[config.mk]
export PLATFORM = sky130hd
export DESIGN_NAME = lpr_reset_gen
export DESIGN_NICKNAME = d
export VERILOG_FILES = /design/src/rtl/lpr_pkg.sv /design/src/rtl/lpr_sync.sv /design/src/rtl/lpr_prescaler.sv /design/src/rtl/lpr_ctrl.sv /design/src/rtl/lpr_reset_gen.sv
export SDC_FILE = /design/constraint.sdc
export NUM_CORES = 1
export LEC_CHECK = 0
export BUFFER_PORTS_ARGS = -buffer_cell sky130_fd_sc_hd__buf_2
export CAP_MARGIN = 20
export CELL_PAD_IN_SITES_DETAIL_PLACEMENT = 0
export CELL_PAD_IN_SITES_GLOBAL_PLACEMENT = 1
export CORE_MARGIN = 2
export CORE_UTILIZATION = 25
export CTS_CLUSTER_SIZE = 14
export DETAILED_ROUTE_END_ITERATION = 16
export GPL_TIMING_DRIVEN = 0
export PLACE_DENSITY_LB_ADDON = 0.1
export SYNTH_ARGS = -nofsm -noshare
export SYNTH_HDL_FRONTEND = slang
export SYNTH_SLANG_ARGS = --single-unit
[constraint.sdc]
create_clock -name clk -period 4.9 [get_ports clk]
set_clock_uncertainty 0.15 [all_clocks]
set_input_delay 0.98 -clock clk [delete_from_list [all_inputs] [get_ports clk]]
set_output_delay 0.98 -clock clk [all_outputs]
set_load 0.005 [all_outputs]
[src/rtl/lpr_pkg.sv]
package lpr_pkg;

  // Sub-tick rate used for both the millisecond count and the pulse width.
  localparam int SUBTICK_HZ     = 10000;
  localparam int SUBTICKS_PER_MS = 10;
  localparam int TMO_W          = 13;   // holds up to 5000 ms
  localparam int SHORT_PULSE_SUB = 22;  // 2.2 ms
  localparam int LONG_PULSE_SUB  = 700; // 70 ms

  typedef enum logic [1:0] {
    ST_IDLE,
    ST_COUNT,
    ST_PULSE,
    ST_HOLD
  } lpr_state_e;

  // Timeout in ms for a select code, ascending.
  function automatic logic [TMO_W-1:0] timeout_ms(input logic [2:0] code);
    int unsigned v;
    if (code < 3'd6) v = (32'(code) + 32'd1) * 32'd500;
    else             v = (32'(code) - 32'd2) * 32'd1000;
    return TMO_W'(v);
  endfunction

endpackage

[src/rtl/lpr_sync.sv]
module lpr_sync #(
  parameter int              WIDTH   = 2,
  parameter int              STAGES  = 2,
  parameter logic [WIDTH-1:0] RST_VAL = '1
) (
  input  logic             clk,
  input  logic             rst,
  input  logic [WIDTH-1:0] d,
  output logic [WIDTH-1:0] q
);

  logic [STAGES-1:0][WIDTH-1:0] stg;

  always_ff @(posedge clk) begin
    if (rst) begin
      for (int i = 0; i < STAGES; i++) stg[i] <= RST_VAL;
    end else begin
      stg[0] <= d;
      for (int i = 1; i < STAGES; i++) stg[i] <= stg[i-1];
    end
  end

  assign q = stg[STAGES-1];

endmodule

[src/rtl/lpr_prescaler.sv]
module lpr_prescaler #(
  parameter int DIV = 5000
) (
  input  logic clk,
  input  logic rst,
  input  logic clr,
  output logic tick
);

  localparam int CNT_W = (DIV > 1) ? $clog2(DIV) : 1;
  localparam logic [CNT_W-1:0] LAST = CNT_W'(DIV - 1);

  logic [CNT_W-1:0] cnt;

  assign tick = (cnt == LAST);

  always_ff @(posedge clk) begin
    if (rst || clr || tick) cnt <= '0;
    else                    cnt <= cnt + 1'b1;
  end

endmodule

[src/rtl/lpr_ctrl.sv]
module lpr_ctrl
  import lpr_pkg::*;
#(
  parameter int PULSE_SUB = SHORT_PULSE_SUB
) (
  input  logic       clk,
  input  logic       rst,
  input  logic       both_low,
  input  logic [2:0] tsel,
  input  logic       sub_tick,
  output logic       presc_clr,
  output logic       pull_en
);

  localparam int PW_W = $clog2(PULSE_SUB + 1);
  localparam int DEC_W = $clog2(SUBTICKS_PER_MS);
  localparam logic [PW_W-1:0]  PW_LAST  = PW_W'(PULSE_SUB - 1);
  localparam logic [DEC_W-1:0] DEC_LAST = DEC_W'(SUBTICKS_PER_MS - 1);

  lpr_state_e       state;
  logic [TMO_W-1:0] limit_ms;
  logic [TMO_W-1:0] ms_cnt;
  logic [DEC_W-1:0] dec_cnt;
  logic [PW_W-1:0]  pw_cnt;

  assign presc_clr = (state == ST_IDLE) || (state == ST_HOLD);

  always_ff @(posedge clk) begin
    if (rst) begin
      state    <= ST_IDLE;
      limit_ms <= '0;
      ms_cnt   <= '0;
      dec_cnt  <= '0;
      pw_cnt   <= '0;
      pull_en  <= 1'b0;
    end else begin
      unique case (state)
        ST_IDLE: begin
          if (both_low) begin
            state    <= ST_COUNT;
            limit_ms <= timeout_ms(tsel);
            ms_cnt   <= '0;
            dec_cnt  <= '0;
          end
        end
        ST_COUNT: begin
          if (!both_low) begin
            state <= ST_IDLE;
          end else if (sub_tick) begin
            if (dec_cnt == DEC_LAST) begin
              dec_cnt <= '0;
              if (ms_cnt == limit_ms - 1'b1) begin
                state   <= ST_PULSE;
                pull_en <= 1'b1;
                pw_cnt  <= '0;
              end else begin
                ms_cnt <= ms_cnt + 1'b1;
              end
            end else begin
              dec_cnt <= dec_cnt + 1'b1;
            end
          end
        end
        ST_PULSE: begin
          if (sub_tick) begin
            if (pw_cnt == PW_LAST) begin
              state   <= ST_HOLD;
              pull_en <= 1'b0;
            end else begin
              pw_cnt <= pw_cnt + 1'b1;
            end
          end
        end
        ST_HOLD: begin
          if (!both_low) state <= ST_IDLE;
        end
        default: state <= ST_IDLE;
      endcase
    end
  end

endmodule

[src/rtl/lpr_reset_gen.sv]
module lpr_reset_gen
  import lpr_pkg::*;
#(
  parameter int CLK_HZ     = 50_000_000,
  parameter bit PULSE_LONG = 1'b0
) (
  input  logic       clk,
  input  logic       rst,
  input  logic       mr_a_n,
  input  logic       mr_b_n,
  input  logic [2:0] tsel,
  output logic       rst_pull_en
);

  localparam int DIV       = CLK_HZ / SUBTICK_HZ;
  localparam int PULSE_SUB = PULSE_LONG ? LONG_PULSE_SUB : SHORT_PULSE_SUB;

  logic [1:0] pins_sync;
  logic       both_low;
  logic       sub_tick;
  logic       presc_clr;

  lpr_sync #(
    .WIDTH  (2),
    .STAGES (2),
    .RST_VAL(2'b11)
  ) u_sync (
    .clk(clk),
    .rst(rst),
    .d  ({mr_b_n, mr_a_n}),
    .q  (pins_sync)
  );

  assign both_low = (pins_sync == 2'b00);

  lpr_prescaler #(
    .DIV(DIV)
  ) u_presc (
    .clk (clk),
    .rst (rst),
    .clr (presc_clr),
    .tick(sub_tick)
  );

  lpr_ctrl #(
    .PULSE_SUB(PULSE_SUB)
  ) u_ctrl (
    .clk      (clk),
    .rst      (rst),
    .both_low (both_low),
    .tsel     (tsel),
    .sub_tick (sub_tick),
    .presc_clr(presc_clr),
    .pull_en  (rst_pull_en)
  );

endmodule

==> flow_summary.json, run 1 <==
{
  "status": "finished clean",
  "final_net_count": 552,
  "ff2ff_path_depth": 11,
  "dr_total_vias": 3223,
  "synth_edf_count": 0,
  "timing.critical_path.arrival_ns": 4.73,
  "track_usage_pct": 11.8,
  "max_cap_violations": 0,
  "critPathLaunchType": "input port",
  "sum_of_overflow_across_all_layers_after_global_routing": 0,
  "power.switching_mw": 0.327,
  "final.fill_count": 1720,
  "rows": 46,
  "yosys_most_used_dff": "sky130_fd_sc_hd__dfxtp_1",
  "clockBufferDepth": 2,
  "clkPwrFrac_pct": 34.5,
  "timing.fmax_mhz": 214,
  "hold_violations": 0,
  "worst_slew_margin_rel_pct": 55.0,
  "timing.hold.ws_ns": 0.263,
  "layout.cell_area.non_filler_mm2": 0.00448,
  "rsz_0062_raised_after_global_routing": "false",
  "first_iter_violations": 75,
  "insertedDiodeCount": 0,
  "worst-path-buf-inv": 4,
  "drive_above_1_share_pct": 7.96,
  "route.final.wire_length_um": 9350,
  "power_density_mw_per_mm2": 237,
  "clockRootBuffer": "sky130_fd_sc_hd__clkbuf_16",
  "cts_inserted_buffers": 5,
  "syn_area_mm2": 0.00401,
  "min-delay-path-class": "reg2reg",
  "drt-wirelength-per-cell_um": 13.2,
  "worst-slew-pin-transition_ns": 0.674,
  "internal-power_mw": 0.736,
  "crit_top_cell": "sky130_fd_sc_hd__a21o_1",
  "cts.sinks": 52,
  "layout_min_cycle_time_ns": 4.67,
  "hpwlAfterDp_um": 7330,
  "timing.critical_path.depth": 16,
  "flow.area_growth_from_synthesis_pct": 11.9,
  "power_frac_seq_pct": 40.5,
  "fp.coreArea_mm2": 0.0158,
  "cts_tree": "yes",
  "drt_drc_violations_left": 0,
  "finalMaxSlewViolations": 0,
  "clk_transition_reported_paths_ns": 0.07,
  "hold_path_depth": 1,
  "netlist-cell-type-count": 55,
  "ys_ff_latch": 52,
  "full_die_area_mm2": 0.0171,
  "power.static_leakage_nw": 1.73,
  "detailedRoute.firstPassIterationCount": 4,
  "synth_area_per_cell_um2": 8.45,
  "ff_to_ff_start": "u_ctrl.limit_ms[2]$_SDFFE_PP0P_",
  "setup.worst_path.end_class": "flop",
  "cp_cell_sequence": "clkbuf_4 > clkinvlp_4 > ha_2 > ha_1 > inv_1 > fa_1 > fa_1 > inv_1 > ha_1 > a21o_1 > a21o_1 > a21o_1 > a21oi_1 > xor2_1 > mux2i_1 > a211oi_1",
  "timing.critical_path.fanout_max": 11,
  "path_delay_family": "adder cells",
  "maximum_number_of_pins_on_one_net_before_global_route_repair": 19,
  "placed_cell_area_mm2": 0.00431,
  "synthCells": 474,
  "holdCritStartpoint": "u_sync.stg[1]$_SDFF_PP1_",
  "cts-hold-fix-buffers": 0,
  "floorplan.initialDensity_pct": 25.4,
  "gp_congestion": 0.752,
  "number_of_warning_messages_in_the_yosys_log": 0,
  "io-pin-count": 8,
  "regToRegSetupSlack_ns": 1.23,
  "synth_sequential_area_ratio_pct": 26.0,
  "required_time_of_the_critical_path_ns": 4.97,
  "postRouteAntennaNets": 0,
  "grt_antenna_before_repair": 0,
  "postSynthNetCount": 537,
  "final_cell_mix": "sky130_fd_sc_hd__dfxtp_1 (52), sky130_fd_sc_hd__ha_1 (44), sky130_fd_sc_hd__nor2_1 (42)",
  "worst_skew_pair.late_latency_ns": 0.30,
  "report.final.setup_viol": 0,
  "post_drt_via_cell_ratio": 4.57,
  "rr_endpoint": "u_ctrl.ms_cnt[0]$_SDFFE_PP0P_",
  "grt_pass1_vias": 3281,
  "critical-path-slowest-cell": "sky130_fd_sc_hd__fa_1",
  "async_flop_share_pct": 0,
  "ir_worst_vdd_mv": 0.149,
  "sink_of_the_worst_hold_path": "u_sync.q[1]$_SDFF_PP1_",
  "path_class": "in2reg",
  "cts-htree-levels": 2,
  "leading_cell_type_in_the_layout_fill_and_taps_excluded": "sky130_fd_sc_hd__dfxtp_1",
  "power_switching_share_pct": 30.8,
  "critical-path-max-stage-delay_ns": 0.54,
  "post_route_clock_period_utilization_pct": 95.2,
  "numPortBuffers": 7,
  "global_route_wire_length_before_repair_um": 16300,
  "power_frac_comb_pct": 25.0,
  "die_w_um": 131,
  "dieHeight_um": 131
}
==> through the flow <==
| step | setup slack, ns | util [%] | cells | TNS [ns] | total power [mW] |
|---|---|---|---|---|---|
| floorplan | 0.462 | - | 474 | 0 | 0.647 |
| global placement | -0.363 | 27.3 | 697 | -0.363 | 0.708 |
| detailed placement | -0.364 | 27.3 | 697 | -0.364 | 0.710 |
| CTS | 0.0348 | 28.3 | 705 | 0 | 1.09 |
| global route | 0.0113 | 28.4 | 706 | 0 | 1.14 |
| finish | 0.235 | 28.4 | 706 | 0 | 1.06 |
==> power by group through the flow <==
stage	clock network (mW)	logic (mW)	registers, mW
finish	0.366	0.266	0.430
global route	0.396	0.310	0.431
CTS	0.388	0.272	0.430
detailed placement	0	0.269	0.440
global placement	0	0.268	0.440
floorplan	0	0.208	0.439
==> synth_stat cells, types with 3 or more instances <==
cell type	count	share of area, %
sky130_fd_sc_hd__nor3_1	11	1.4
sky130_fd_sc_hd__a31oi_1	3	0.47
sky130_fd_sc_hd__nand2_1	17	1.6
sky130_fd_sc_hd__o31ai_1	8	1.5
sky130_fd_sc_hd__nor3b_1	4	0.75
sky130_fd_sc_hd__or2_2	9	1.4
sky130_fd_sc_hd__clkbuf_1	13	1.2
sky130_fd_sc_hd__and2_1	5	0.78
sky130_fd_sc_hd__a211oi_1	7	1.3
sky130_fd_sc_hd__or3_1	11	1.7
sky130_fd_sc_hd__nand4_1	7	1.1
sky130_fd_sc_hd__nor2_1	42	3.9
sky130_fd_sc_hd__xor2_1	21	4.6
sky130_fd_sc_hd__dfxtp_1	52	26
sky130_fd_sc_hd__o21a_1	6	1.1
sky130_fd_sc_hd__a21oi_1	33	4.1
sky130_fd_sc_hd__nand3_1	17	2.1
sky130_fd_sc_hd__or4_1	10	1.9
sky130_fd_sc_hd__a21o_1	6	1.1
sky130_fd_sc_hd__ha_1	45	14
sky130_fd_sc_hd__mux2i_1	6	1.5
sky130_fd_sc_hd__nor4_1	3	0.47
sky130_fd_sc_hd__xnor2_1	16	3.5
sky130_fd_sc_hd__nand2b_1	6	0.94
sky130_fd_sc_hd__fa_1	11	5.5
sky130_fd_sc_hd__o21ai_0	22	2.7
sky130_fd_sc_hd__inv_1	42	3.9
sky130_fd_sc_hd__nor2b_1	5	0.78
==> cell families after synthesis <==
| logic type | share of synthesized area, % |
|---|---|
| AOI/OAI and AO/OA | 16.5 |
| xor gates and xnor gates | 8.09 |
| adders and majority gates | 19.5 |
| buffers and inverters | 5.68 |
| DFF | 26.0 |
| muxes | 1.50 |
| and+or+nand+nor | 22.7 |
==> state kept, by name, summed over array words and instances, names as in the netlist, 2 cells and up, named ones only <==
name             count
u_ctrl.dec_cnt       4
u_presc.cnt         13
u_ctrl.limit_ms     10
u_sync.q             2
u_ctrl.pw_cnt        5
u_sync.stg           2
u_ctrl.ms_cnt       13
==> layer usage <==
layer / wire [um] / GRT usage [%] / vias up
met5: 0 / 0 / -
met4: 171 / 3.19 / 0
met3: 171 / 2.24 / 13
met2: 4270 / 19.4 / 21
met1: 4730 / 16.1 / 1497
li1: - / - / 1692
==> cell type report <==
type	instances	area, um^2	area share, %
repair buffers	9	52.6	1.17
plain buffers	15	66.3	1.48
flip-flops and latches	52	1040	23.2
multi-input cells	364	2740	61.1
inverters	42	161	3.60
well taps	216	270	6.03
clock buffers	5	125	2.79
clock inverters	3	25.0	0.558
==> timing repair <==
action / in CTS / in global routing
resized for setup: 1 / 2
cloned: 0 / 0
setup buffers: 0 / 2
setup endpoints to repair: 1 / 1
==> worst reg2reg max path: cells and delay by family (launching register included) <==
| kind | cells | cell delay, ns |
|---|---|---|
| AO/OA/AOI/OAI | 3 | 0.80 |
| XOR/XNOR | 1 | 0.16 |
| adder cells (fa/ha/maj) | 1 | 0.27 |
| buffers and inverters | 3 | 0.69 |
| flip-flops | 1 | 0.30 |
| AND/OR/NAND/NOR | 3 | 1.17 |
==> how the worst max path moves through the flow <==
stage	from	slack (ns)	end
after floorplan	tsel[0]	0.46	u_ctrl.limit_ms[12]$_SDFFE_PP0P_
after global placement	tsel[0]	-0.36	u_ctrl.limit_ms[12]$_SDFFE_PP0P_
after detailed placement	tsel[0]	-0.36	u_ctrl.limit_ms[12]$_SDFFE_PP0P_
after CTS	tsel[0]	0.03	u_ctrl.limit_ms[12]$_SDFFE_PP0P_
after global routing	tsel[1]	0.01	u_ctrl.limit_ms[12]$_SDFFE_PP0P_
final	tsel[0]	0.23	u_ctrl.limit_ms[12]$_SDFFE_PP0P_
Note: power is estimated with default switching activity, not from simulation.
==> inputs of run 2 (changes only) <==
--- a/config.mk
+++ b/config.mk
@@ -6,11 +6,11 @@
 export NUM_CORES = 1
 export LEC_CHECK = 0
 export BUFFER_PORTS_ARGS = -buffer_cell sky130_fd_sc_hd__buf_2
-export CAP_MARGIN = 20
 export CELL_PAD_IN_SITES_DETAIL_PLACEMENT = 0
 export CELL_PAD_IN_SITES_GLOBAL_PLACEMENT = 1
 export CORE_MARGIN = 2
-export CORE_UTILIZATION = 25
+export CORE_UTILIZATION = 49
+export CTS_CLUSTER_DIAMETER = 50
 export CTS_CLUSTER_SIZE = 14
 export DETAILED_ROUTE_END_ITERATION = 16
 export GPL_TIMING_DRIVEN = 0
==> flow_summary.json, run 2 (synthesis results as in run 1) <==
{
  "status": "finished clean",
  "route.final.wire_length_um": 7890,
  "insertedDiodeCount": 0,
  "power.static_leakage_nw": 1.72,
  "leading_cell_type_in_the_layout_fill_and_taps_excluded": "sky130_fd_sc_hd__dfxtp_1",
  "grt_antenna_before_repair": 0,
  "maximum_number_of_pins_on_one_net_before_global_route_repair": 18,
  "power.total_mw": 0.997,
  "post_drt_via_cell_ratio": 5.51,
  "pre_cts_ws_ns": -0.229,
  "dpl.cell_count": 583,
  "timing.critical_path.fanout_max": 11,
  "crit_top_cell": "sky130_fd_sc_hd__a21o_1",
  "cp_cell_sequence": "clkbuf_4 > clkinvlp_4 > ha_2 > ha_1 > inv_1 > fa_1 > fa_1 > inv_1 > ha_1 > a21o_1 > a21o_1 > a21o_1 > a21oi_1 > xor2_1 > mux2i_1 > a211oi_1",
  "dr_total_vias": 3268,
  "report.final.setup_viol": 0,
  "internal-power_mw": 0.697,
  "hold_violations": 0,
  "worst_slack_ns": 0.325,
  "clockRootBuffer": "sky130_fd_sc_hd__clkbuf_8",
  "final_cell_count_no_fill": 593,
  "final_net_count": 553,
  "timing.critical_path.arrival_ns": 4.64,
  "track_usage_pct": 19.6,
  "setup.worst_path.end_class": "flop",
  "power_frac_comb_pct": 26.4,
  "grt_pass1_vias": 3173,
  "drt-wirelength-per-cell_um": 13.3,
  "power_frac_seq_pct": 43.2,
  "max_cap_violations": 0,
  "power.switching_mw": 0.300,
  "worst_skew_pair.late_latency_ns": 0.30,
  "clk_transition_reported_paths_ns": 0.10,
  "post_route_clock_period_utilization_pct": 93.4,
  "first_iter_violations": 126,
  "timing.fmax_mhz": 219,
  "required_time_of_the_critical_path_ns": 4.97,
  "finalMaxSlewViolations": 0,
  "sum_of_overflow_across_all_layers_after_global_routing": 0,
  "final_cell_mix": "sky130_fd_sc_hd__dfxtp_1 (52), sky130_fd_sc_hd__ha_1 (44), sky130_fd_sc_hd__nor2_1 (42)",
  "power_switching_share_pct": 30.1,
  "cts_inserted_buffers": 5,
  "io-pin-count": 8,
  "cts_tree": "yes",
  "power_density_mw_per_mm2": 231,
  "cts-htree-levels": 2,
  "min-delay-path-class": "reg2reg",
  "path_class": "in2reg",
  "flow.area_growth_from_synthesis_pct": 7.56,
  "worst-slew-pin-transition_ns": 0.700,
  "biggestRegsByFlops": "u_ctrl.ms_cnt (13), u_presc.cnt (13), u_ctrl.limit_ms (10)",
  "dieHeight_um": 94.4,
  "timing.hold.ws_ns": 0.277,
  "die_w_um": 94.4,
  "drive_above_1_share_pct": 8.15,
  "critPathLaunchType": "input port",
  "cts.sinks": 52,
  "postRouteAntennaNets": 0,
  "rows": 32,
  "gp_congestion": 0.890,
  "global_route_wire_length_before_repair_um": 14300,
  "critical-path-slowest-cell": "sky130_fd_sc_hd__fa_1",
  "ir_worst_vdd_mv": 0.126,
  "hpwlAfterDp_um": 6210,
  "critical-path-max-stage-delay_ns": 0.54,
  "floorplan.initialDensity_pct": 51.3,
  "fp.coreArea_mm2": 0.00781,
  "detailedRoute.firstPassIterationCount": 5,
  "worst_slew_margin_rel_pct": 52.8,
  "clkPwrFrac_pct": 30.4,
  "drt_drc_violations_left": 0,
  "layout_min_cycle_time_ns": 4.57,
  "full_die_area_mm2": 0.00892,
  "rsz_0062_raised_after_global_routing": "false",
  "numPortBuffers": 7,
  "clockBufferDepth": 2
}
-- run 2: layout make-up --
type	instances	area, um^2
plain buffers	16	71.3
multi-input cells	364	2740
inverters	42	161
flip-flops and latches	52	1040
fillers	734	3500
clock inverters	3	46.3
well taps	102	128
repair buffers	9	52.6
clock buffers	5	68.8
-- run 2: final timing paths --
| path | startpoint | endpoint | slack (ns) | cells past startpoint |
|---|---|---|---|---|
| worst min-delay path | u_sync.stg[0]$_SDFF_PP1_ | u_sync.q[0]$_SDFF_PP1_ | 0.28 | 1 |
| worst max-delay path | tsel[0] | u_ctrl.limit_ms[12]$_SDFFE_PP0P_ | 0.33 | 16 |
| worst max register to register | u_ctrl.limit_ms[2]$_SDFFE_PP0P_ | u_ctrl.ms_cnt[0]$_SDFFE_PP0P_ | 1.31 | 11 |
| worst min register to register | u_sync.stg[0]$_SDFF_PP1_ | u_sync.q[0]$_SDFF_PP1_ | 0.28 | 1 |
-- run 2: what timing repair did --
action | CTS | global route
endpoints found under the setup margin | 0 | 1
gates resized for setup | 0 | 5
hold buffers | 0 | 0
endpoints found under the hold margin | 0 | 0
setup buffers | 0 | 2
-- run 2: power groups by stage --
| stage | clock (mW) | sequential, mW | combinational (mW) |
|---|---|---|---|
| 6_report | 0.303 | 0.430 | 0.263 |
| 5_1_grt | 0.329 | 0.431 | 0.311 |
| 4_1_cts | 0.314 | 0.430 | 0.267 |
| 3_5_place_dp | 0 | 0.440 | 0.266 |
| 3_3_place_gp | 0 | 0.440 | 0.256 |
| 2_1_floorplan | 0 | 0.439 | 0.208 |
-- run 2: through the flow --
step	cell area (um^2)	util [%]	setup TNS (ns)
after floorplan	4010	-	0
after global placement	4170	53.4	-0.203
after detailed placement	4170	53.4	-0.229
after CTS	4290	54.9	0
after global routing	4310	55.2	0
final	4310	55.2	0
-- run 2: worst max-delay path, delay by kind of cell --
kind,cells,cell delay [ns]
AOI/OAI and AO/OA,5,0.90
xor gates and xnor gates,1,0.18
adders and majority gates,5,1.97
buffers and inverters,4,0.49
muxes,1,0.10
-- run 2: per-layer routing --
metal,global-route usage (%),routed length [um],up-vias
li1,-,-,1707
met1,27.2,4000,1499
met2,32.1,3550,49
met3,2.55,218,13
met4,5.31,125,0
met5,0,0,-
